==> src/rtl/pic_pkg.sv <==
package pic_pkg;
  typedef logic [1:0] lvl_t;

  // a level may be taken when it is at or above the core mask value
  function automatic logic lvl_allowed(lvl_t mask, lvl_t lvl);
    return lvl >= mask;
  endfunction

  // compressed level code reported to the core
  function automatic lvl_t lvl_code(logic valid, lvl_t lvl);
    if (!valid)            return 2'b00;
    else if (lvl == 2'd0)  return 2'b01;
    else if (lvl == 2'd1)  return 2'b10;
    else                   return 2'b11;
  endfunction
endpackage

==> src/rtl/pic_regfile.sv <==
module pic_regfile #(
  parameter int N_SRC     = 82,
  parameter int DW        = 16,
  parameter int ADDR_W    = 5,
  parameter int BASE_W    = 9,
  parameter int FIXED_CNT = 2,
  parameter logic [1:0] FIXED_LVL = 2'd3
) (
  input  logic                clk,
  input  logic                rst_n,
  input  logic                reg_wr,
  input  logic [ADDR_W-1:0]   reg_addr,
  input  logic [DW-1:0]       reg_wdata,
  output logic [DW-1:0]       reg_rdata,
  output logic [2*N_SRC-1:0]  lvl_flat,
  output logic [N_SRC-1:0]    en_vec,
  output logic [BASE_W-1:0]   base_q
);
  localparam int PER_PRIO  = DW / 2;
  localparam int PRIO_REGS = (N_SRC + PER_PRIO - 1) / PER_PRIO;
  localparam int EN_REGS   = (N_SRC + DW - 1) / DW;
  localparam int EN_BASE   = PRIO_REGS;
  localparam int BASE_ADDR = PRIO_REGS + EN_REGS;

  for (genvar s = 0; s < N_SRC; s++) begin : g_src
    localparam int PR = s / PER_PRIO;
    localparam int PB = 2 * (s % PER_PRIO);
    localparam int ER = EN_BASE + s / DW;
    localparam int EB = s % DW;
    if (s < FIXED_CNT) begin : g_fix
      assign lvl_flat[2*s +: 2] = FIXED_LVL;
    end else begin : g_prog
      logic [1:0] lvl_q;
      always_ff @(posedge clk or negedge rst_n)
        if (!rst_n) lvl_q <= '0;
        else if (reg_wr && reg_addr == ADDR_W'(PR)) lvl_q <= reg_wdata[PB +: 2];
      assign lvl_flat[2*s +: 2] = lvl_q;
    end
    logic en_q;
    always_ff @(posedge clk or negedge rst_n)
      if (!rst_n) en_q <= 1'b0;
      else if (reg_wr && reg_addr == ADDR_W'(ER)) en_q <= reg_wdata[EB];
    assign en_vec[s] = en_q;
  end

  always_ff @(posedge clk or negedge rst_n)
    if (!rst_n) base_q <= '0;
    else if (reg_wr && reg_addr == ADDR_W'(BASE_ADDR)) base_q <= reg_wdata[BASE_W-1:0];

  logic [PRIO_REGS*DW-1:0] lvl_pad;
  logic [EN_REGS*DW-1:0]   en_pad;
  always_comb begin
    lvl_pad = '0;
    lvl_pad[2*N_SRC-1:0] = lvl_flat;
    en_pad = '0;
    en_pad[N_SRC-1:0] = en_vec;
  end

  always_comb begin
    int a;
    a = int'(reg_addr);
    reg_rdata = '0;
    if (a < PRIO_REGS)                 reg_rdata = lvl_pad[a*DW +: DW];
    else if (a < BASE_ADDR)            reg_rdata = en_pad[(a-EN_BASE)*DW +: DW];
    else if (a == BASE_ADDR)           reg_rdata[BASE_W-1:0] = base_q;
  end
endmodule

==> src/rtl/pic_arbiter.sv <==
module pic_arbiter
  import pic_pkg::*;
#(
  parameter int N_SRC = 82,
  parameter int VEC_W = 7
) (
  input  logic [N_SRC-1:0]   req_in,
  input  logic [N_SRC-1:0]   en_vec,
  input  logic [2*N_SRC-1:0] lvl_flat,
  input  lvl_t               mask,
  output logic               win_valid,
  output logic [VEC_W-1:0]   win_idx,
  output lvl_t               win_lvl,
  output logic [3:0]         lvl_hit
);
  logic [N_SRC-1:0] cand;
  assign cand = req_in & en_vec;

  // levels that have at least one qualifying request
  always_comb begin
    lvl_hit = '0;
    for (int s = 0; s < N_SRC; s++)
      if (cand[s]) lvl_hit[lvl_flat[2*s +: 2]] = 1'b1;
  end

  // highest admitted level wins (ascending scan, last hit kept)
  always_comb begin
    win_valid = 1'b0;
    win_lvl   = '0;
    for (int l = 0; l < 4; l++)
      if (lvl_hit[l] && lvl_allowed(mask, lvl_t'(l))) begin
        win_valid = 1'b1;
        win_lvl   = lvl_t'(l);
      end
  end

  // lowest index inside the winning level (descending scan, last hit kept)
  always_comb begin
    win_idx = '0;
    for (int s = N_SRC - 1; s >= 0; s--)
      if (cand[s] && lvl_flat[2*s +: 2] == win_lvl) win_idx = VEC_W'(s);
  end
endmodule

==> src/rtl/prio_irq_ctrl.sv <==
module prio_irq_ctrl
  import pic_pkg::*;
#(
  parameter int N_SRC     = 82,
  parameter int DW        = 16,
  parameter int ADDR_W    = 5,
  parameter int BASE_W    = 9,
  parameter int VEC_W     = 7,
  parameter int FIXED_CNT = 2,
  parameter logic [1:0] FIXED_LVL = 2'd3
) (
  input  logic                    clk,
  input  logic                    rst_n,
  input  logic [N_SRC-1:0]        irq_src,
  input  logic [1:0]              core_mask,
  input  logic                    reg_wr,
  input  logic [ADDR_W-1:0]       reg_addr,
  input  logic [DW-1:0]           reg_wdata,
  output logic [DW-1:0]           reg_rdata,
  output logic                    irq_req,
  output logic [BASE_W+VEC_W-1:0] irq_vec,
  output logic [1:0]              irq_lvl
);
  localparam int PRIO_REGS = (N_SRC + DW/2 - 1) / (DW/2);
  localparam int EN_REGS   = (N_SRC + DW - 1) / DW;
  localparam int BASE_ADDR = PRIO_REGS + EN_REGS;

  logic [2*N_SRC-1:0] lvl_flat;
  logic [N_SRC-1:0]   en_vec;
  logic [BASE_W-1:0]  base_q;
  logic               arb_valid;
  logic [VEC_W-1:0]   arb_idx;
  lvl_t               arb_lvl;
  logic [3:0]         arb_hit;

  pic_regfile #(
    .N_SRC(N_SRC), .DW(DW), .ADDR_W(ADDR_W), .BASE_W(BASE_W),
    .FIXED_CNT(FIXED_CNT), .FIXED_LVL(FIXED_LVL)
  ) u_regs (
    .clk(clk), .rst_n(rst_n), .reg_wr(reg_wr), .reg_addr(reg_addr),
    .reg_wdata(reg_wdata), .reg_rdata(reg_rdata),
    .lvl_flat(lvl_flat), .en_vec(en_vec), .base_q(base_q)
  );

  pic_arbiter #(.N_SRC(N_SRC), .VEC_W(VEC_W)) u_arb (
    .req_in(irq_src), .en_vec(en_vec), .lvl_flat(lvl_flat), .mask(core_mask),
    .win_valid(arb_valid), .win_idx(arb_idx), .win_lvl(arb_lvl), .lvl_hit(arb_hit)
  );

  always_ff @(posedge clk or negedge rst_n)
    if (!rst_n) begin
      irq_req <= 1'b0;
      irq_vec <= '0;
      irq_lvl <= 2'b00;
    end else begin
      irq_req <= arb_valid;
      irq_vec <= {base_q, arb_idx};
      irq_lvl <= lvl_code(arb_valid, arb_lvl);
    end

  assert_base_wr_R2: assert property (@(posedge clk) disable iff (!rst_n)
    (reg_wr && reg_addr == ADDR_W'(BASE_ADDR)) |=> base_q == $past(reg_wdata[BASE_W-1:0]));
  assert_en_gate_R3: assert property (@(posedge clk) disable iff (!rst_n)
    arb_valid |-> (en_vec[arb_idx] && irq_src[arb_idx]));
  assert_mask_R4: assert property (@(posedge clk) disable iff (!rst_n)
    arb_valid |-> arb_lvl >= core_mask);
  assert_top_lvl_R5: assert property (@(posedge clk) disable iff (!rst_n)
    arb_valid |-> ((arb_hit >> (int'(arb_lvl) + 1)) == 4'd0));
  assert_vec_R7: assert property (@(posedge clk) disable iff (!rst_n)
    arb_valid |=> (irq_req && irq_vec == {$past(base_q), $past(arb_idx)}));
  assert_code_R8: assert property (@(posedge clk) disable iff (!rst_n)
    irq_req |-> irq_lvl != 2'b00);
  assert_idle_R10: assert property (@(posedge clk) disable iff (!rst_n)
    !irq_req |-> irq_lvl == 2'b00);
endmodule

==> config.mk <==
export PLATFORM = sky130hd
export DESIGN_NAME = prio_irq_ctrl
export DESIGN_NICKNAME = d
export VERILOG_FILES = /design/src/rtl/pic_pkg.sv /design/src/rtl/pic_regfile.sv /design/src/rtl/pic_arbiter.sv /design/src/rtl/prio_irq_ctrl.sv
export SDC_FILE = /design/constraint.sdc
export NUM_CORES = 1
export LEC_CHECK = 0
export CAP_MARGIN = 20
export CORE_UTILIZATION = 50
export CTS_CLUSTER_DIAMETER = 30
export DETAILED_ROUTE_END_ITERATION = 8
export GPL_ROUTABILITY_DRIVEN = 0
export PLACE_DENSITY = 0.7
export SLEW_MARGIN = 0
export SYNTH_ARGS = -nofsm -noshare
export SYNTH_HDL_FRONTEND = slang
export SYNTH_SLANG_ARGS = --single-unit
==> constraint.sdc <==
create_clock -name clk -period 4.1 [get_ports clk]
set_clock_uncertainty 0.1 [all_clocks]
set_input_delay 0.82 -clock clk [delete_from_list [all_inputs] [get_ports clk]]
set_output_delay 0.82 -clock clk [all_outputs]
set_load 0.02 [all_outputs]
==> results of run 1 <==
==> what timing repair did <==
item	4_1_cts
endpoints found under the setup margin	17
resized for setup	276
buffers inserted	63
cloned	4
pin swaps	118
==> logic make-up after synthesis <==
family	after synthesis	synth area share
compound gates	412	0.1505
xor+xnor	138	0.06285
fa+ha+maj	4	0.002603
buf+inv	173	0.04119
flops	270	0.3514
mux	301	0.1994
simple gates	701	0.1921
==> stage by stage <==
| step | area (µm²) | util | hold WS [ns] | TNS, ns | worst slack, ns |
|---|---|---|---|---|---|
| after global placement | 25680 | 0.6802 | 0.2865 | -9.630 | -1.475 |
| after floorplan | 19230 | - | 0.2695 | 0 | 0.01740 |
| after detailed placement | 25740 | 0.6817 | 0.2947 | -10.18 | -1.454 |
| after CTS | 29730 | 0.7876 | 0.1404 | -0.6642 | -0.1426 |
==> layer usage <==
| layer | overflow | track usage |
|---|---|---|
| met3 | 0 | 0.5224 |
| met1 | 1 | 0.6829 |
| met5 | 0 | 0.2567 |
| met4 | 12 | 0.5702 |
| met2 | 9 | 0.7990 |
==> tab_implementation.tex, run 1 <==
\begin{tabular}{lr}
\hline
Metric & Value \\
\hline
\multicolumn{2}{l}{\textbf{Run status}} \\
Result of the run & aborted with a tool error \\
Terminating stage of the flow & global routing \\
First logged error message & [ERROR GRT-0116] Global routing finished with congestion. Check the congestion regions in the DRC Viewer. \\
\multicolumn{2}{l}{\textbf{Die}} \\
Initial core utilization & 0.5093 \\
DIE HEIGHT & $\sim$200 µm \\
Row cnt & a little over 70 \\
Floorplan die width & 198.1 µm \\
IO Pins & around 140 \\
\multicolumn{2}{l}{\textbf{Synth}} \\
Synth Cell Area & a little under 20000 µm² \\
Synthesized area divided by synthesized cell count & a little under 10 µm² \\
Synth Warn \# & 0 \\
Post-synthesis async set-or-reset flop share & 1.000 \\
Largest area contributor in the synthesized netlist & dfrtp\_1 \\
Count of flip-flops with a built-in enable after synthesis & 0 \\
Post-Syn Nets & approximately 2.1k \\
Yosys top cell area share & 0.3514 \\
Flip-flop and latch count after synthesis & 270 \\
Cell types occupying the most area after synthesis & dfrtp\_1 35\%, mux2\_2 13\%, xnor2\_1 6.1\%, mux4\_2 5.2\%, nand2\_1 3.3\% \\
Cell with the most instances after synthesis & dfrtp\_1 \\
Leading register cell type out of synthesis & dfrtp\_1 \\
Share of the yosys chip area belonging to registers & 0.3514 \\
Gate Count Post-Synth & approximately 2k \\
Most common library cells after synthesis & 270 x dfrtp\_1, 217 x mux2\_2, 168 x nand2\_1 \\
Number of distinct library cells after synthesis & 83 \\
\multicolumn{2}{l}{\textbf{Place}} \\
Port bufs & $\sim$140 \\
Number of placed instances, taps included & approximately 3.2k \\
HPWL reported at the end of detailed placement & between 80000 and 90000 µm \\
\multicolumn{2}{l}{\textbf{Clock network}} \\
H-Tree Level Count & 3 \\
TritonCTS buffer count & 71 \\
Buffer type at the clock tree root & clkbuf\_16 \\
Bufs on Longest Clock Path & 3 \\
Post-CTS Hold Fix Bufs & 0 \\
Sink count of the clock tree & 270 \\
\multicolumn{2}{l}{\textbf{Global route}} \\
Congestion Overflow GR & 22 \\
Global-route usage over all layers & 0.6541 \\
Wire length of the first global-routing pass & about 180000 µm \\
Maximum number of pins on one net before global-route repair & 73 \\
Vias in the first global route & roughly 27k \\
\hline
\end{tabular}
==> inputs of run 2 (changes only) <==
--- a/config.mk
+++ b/config.mk
@@ -6,11 +6,10 @@
 export NUM_CORES = 1
 export LEC_CHECK = 0
 export CAP_MARGIN = 20
-export CORE_UTILIZATION = 50
-export CTS_CLUSTER_DIAMETER = 30
+export CORE_UTILIZATION = 35
 export DETAILED_ROUTE_END_ITERATION = 8
 export GPL_ROUTABILITY_DRIVEN = 0
-export PLACE_DENSITY = 0.7
+export PLACE_DENSITY_LB_ADDON = 0.15
 export SLEW_MARGIN = 0
 export SYNTH_ARGS = -nofsm -noshare
 export SYNTH_HDL_FRONTEND = slang
==> tab_implementation.tex, run 2 <==
\begin{tabular}{lr}
\hline
Metric & Value \\
\hline
\multicolumn{2}{l}{\textbf{Finish}} \\
Commonest cells after routing, fill and taps aside & 741 x buf\_4, 270 x dfrtp\_1, 216 x mux2\_2 \\
Fraction of final layout cells with drive strength greater than 1 & 0.4546 \\
Largest registers ranked by flip-flop count & u\_regs.g\_src.g\_prog.lvl\_q x160, u\_regs.g\_src.en\_q x82, irq\_vec x16 \\
Fillcell total & between 4k and 5k \\
Most common library cell in the layout ignoring fill and taps & buf\_4 \\
Max reg flops & 160 \\
Cell area after layout & between 20000 and 30000 µm² \\
Signed area change from the synthesized netlist to the final layout & 54.35\% \\
Area of the multi-input gates & between 10000 and 15000 µm² \\
Flip-flop and latch area & roughly 6800 µm² \\
Biggest register & u\_regs.g\_src.g\_prog.lvl\_q \\
Final \#Nets & 2964 \\
\multicolumn{2}{l}{\textbf{Synth}} \\
Count of flip-flops with a built-in enable after synthesis & 0 (unchanged) \\
Post-Syn Nets & 2111 (unchanged) \\
Yosys top cell area share & 0.3514 (unchanged) \\
Gate Count Post-Synth & 1999 (unchanged) \\
Largest area contributor in the synthesized netlist & dfrtp\_1 (unchanged) \\
Synth Cell Area & 19230 µm² (unchanged) \\
Flip-flop and latch count after synthesis & 270 (unchanged) \\
Share of the yosys chip area belonging to registers & 0.3514 (unchanged) \\
Cell types occupying the most area after synthesis & dfrtp\_1 35\%, mux2\_2 13\%, xnor2\_1 6.1\%, mux4\_2 5.2\%, nand2\_1 3.3\% (unchanged) \\
Leading register cell type out of synthesis & dfrtp\_1 (unchanged) \\
Number of distinct library cells after synthesis & 83 (unchanged) \\
Post-synthesis async set-or-reset flop share & 1.000 (unchanged) \\
Most common library cells after synthesis & 270 x dfrtp\_1, 217 x mux2\_2, 168 x nand2\_1 (unchanged) \\
Synth Warn \# & 0 (unchanged) \\
Cell with the most instances after synthesis & dfrtp\_1 (unchanged) \\
Synthesized area divided by synthesized cell count & 9.620 µm² (unchanged) \\
\multicolumn{2}{l}{\textbf{Timing}} \\
Worst Hold Margin & between 0.2 and 0.25 ns \\
Period utilization & 1.146 \\
Top achievable clock speed & approximately 0.21 GHz \\
Setup repair after global routing missed its margin & yes \\
Setup total negative slack & -3.533 ns \\
Rel. slew slack & 0.2513 \\
Final Hold Violating Endpoints & 0 \\
Final count of negative-setup-slack endpoints & 7 \\
Fin worst setup slack & -0.6004 ns \\
Shortest period the worst path allows & 4.700 ns \\
Number of slew-limit violations in the final report & 0 \\
Slew @ Worst Pin & around 1.1 ns \\
\multicolumn{2}{l}{\textbf{Clock network}} \\
Clock tree from TritonCTS & built \\
Post-CTS Hold Fix Bufs & 0 (unchanged) \\
Clock latency on the worst-skew pair & between 0.5 and 0.6 ns \\
Clock-pin transition on the worst setup and hold timing paths & $\sim$0.070 ns \\
H-Tree Level Count & 2 (was 3) \\
TritonCTS buffer count & 35 (was 71) \\
Bufs on Longest Clock Path & 3 (unchanged) \\
Sink count of the clock tree & 270 (unchanged) \\
Buffer type at the clock tree root & clkbuf\_16 (unchanged) \\
\multicolumn{2}{l}{\textbf{Route}} \\
Count of antenna-violating nets left after detailed routing & 0 \\
Drt first-iter violations & 3357 \\
Total vias in the final route & approximately 23k \\
Via count normalized by instance count & $\sim$6.4 \\
Pre-antenna DRT Iters & 6 \\
Final routed wire length divided by cell count & 32.56 µm \\
Wire length after detailed routing & 116400 µm \\
DRC errors left & 1 \\
\multicolumn{2}{l}{\textbf{Global route}} \\
Wire length of the first global-routing pass & around 160000 µm \\
Number of antenna violations at the first check in global routing & 15 \\
Vias in the first global route & about 22k \\
Maximum number of pins on one net before global-route repair & about 100 \\
Global-route usage over all layers & 0.4075 \\
Congestion Overflow GR & 0 \\
\multicolumn{2}{l}{\textbf{Setup path}} \\
Critical setup path kind & in -> reg \\
Largest driver fanout on the critical path & 7 \\
Capturing element type of the critical path & flop \\
Data required time at the worst endpoint & around 4.5 ns \\
Cells on worst reg2reg path & 21 \\
Critical path launch point type & input pin \\
Critical path data arrival time & 5.10 ns \\
\multicolumn{2}{l}{\textbf{Die}} \\
Total Die Area & between 50000 and 60000 µm² \\
DIE HEIGHT & 236.4 µm (was 198.1 µm) \\
Floorplan die width & 236.4 µm (was 198.1 µm) \\
Row cnt & 85 (was 71) \\
Initial core utilization & 0.3559 (was 0.5093) \\
IO Pins & 143 (unchanged) \\
Core region area & 54030 µm² \\
\multicolumn{2}{l}{\textbf{Pwr}} \\
Pleak & 12.78 nW \\
Worst IR drop on VDD & roughly 0.33 mV \\
Pwr per Cell Area & a little under 600 nW/µm² \\
\multicolumn{2}{l}{\textbf{Run status}} \\
Result of the run & complete, but fails checks (was aborted with a tool error) \\
Failing checks & design-rule violations, negative setup slack \\
\multicolumn{2}{l}{\textbf{Place}} \\
HPWL reported at the end of detailed placement & 89770 µm (was 80200 µm) \\
Placed Area & 26680 µm² (was 25740 µm²) \\
Port bufs & 142 (unchanged) \\
Worst setup timing slack at the placement stage & -1.930 ns (was -1.454 ns) \\
\multicolumn{2}{l}{\textbf{Worst hold path}} \\
Classification of the worst-slack hold path & in -> async \\
\multicolumn{2}{l}{\textbf{Job}} \\
Max-cap violations & 0 \\
\hline
\end{tabular}
[run 2: per-layer routing]
| metal | wire length (µm) | GRT usage |
|---|---|---|
| met5 | 139 | 0 |
| met4 | 10770 | 0.2857 |
| met3 | 15920 | 0.1465 |
| met2 | 47680 | 0.5939 |
| met1 | 41900 | 0.4988 |
[run 2: final cells by class]
type / count / share of cell area
clock inverter: 10 / 0.004553
sequential: 270 / 0.2276
inverter: 55 / 0.006998
timing repair buffer: 933 / 0.2641
antenna: 2 / 0.0001686
clock buffer: 52 / 0.03478
multi-input combinational: 1557 / 0.4325
tap: 696 / 0.02934
[run 2: through the flow]
step / std cells / total power [mW] / utilization
final: 3575 / 17.45 / 0.5494
after global routing: 3573 / 17.87 / 0.5493
after CTS: 3545 / 16.36 / 0.5347
after detailed placement: 3444 / 12.31 / 0.4937
after global placement: 3442 / 12.22 / 0.4932
after floorplan: 1999 / 7.730 / -
[run 2: where the power goes]
| part | internal (mW) | switching [mW] | leakage, nW |
|---|---|---|---|
| logic | 5.04 | 5.44 | 8.83 |
| clock network | 1.93 | 1.30 | 0.570 |
| registers | 3.22 | 0.517 | 3.38 |
| total | 10.2 | 7.26 | 12.8 |
[run 2: what timing repair did]
action	CTS	global route
pin swaps	81	62
resized for setup	218	108
buffers inserted	36	25
endpoints found under the setup margin	23	15
gates cloned	3	3
[run 2: path summary, 6_finish.rpt]
path | startpoint | to | slack [ns]
setup reg to reg | u_regs.g_src[42].en_q$_DFFE_PN0P_ | irq_vec[0]$_DFF_PN0_ | -0.57
setup / recovery | irq_src[57] | irq_vec[0]$_DFF_PN0_ | -0.60
max in group asynchronous | rst_n | u_regs.g_src[81].g_prog.lvl_q[1]$_DFFE_PN0P_ | 2.72
hold reg to reg | u_regs.base_q[4]$_DFFE_PN0P_ | irq_vec[11]$_DFF_PN0_ | 0.31
min in group clk | u_regs.base_q[4]$_DFFE_PN0P_ | irq_vec[11]$_DFF_PN0_ | 0.31
hold / removal | rst_n | u_regs.g_src[21].g_prog.lvl_q[0]$_DFFE_PN0P_ | 0.25
[run 2: logic make-up after synthesis]
family,synth area share
and+or+nand+nor,0.1921
AOI/OAI and AO/OA,0.1505
muxes,0.1994
DFF,0.3514
buffers and inverters,0.04119
xor gates and xnor gates,0.06285
adders and majority gates,0.002603
[run 2: worst max-delay path, stage by stage]
cell and delay, ns:
clkdlybuf4s50_1 0.60, nand2_1 0.12, o31ai_1 0.49, nor4_1 0.12, buf_4 0.16, nand4_1 0.15, nor3_2 0.07, buf_4 0.16
o31a_4 0.38, buf_12 0.17, buf_16 0.15, xnor2_2 0.13, or3_4 0.43, nand3b_1 0.12, a21boi_2 0.06, nor3_2 0.31
o31a_1 0.32, o2111ai_2 0.16, a31oi_1 0.16
(Power assumes the default switching activity.)
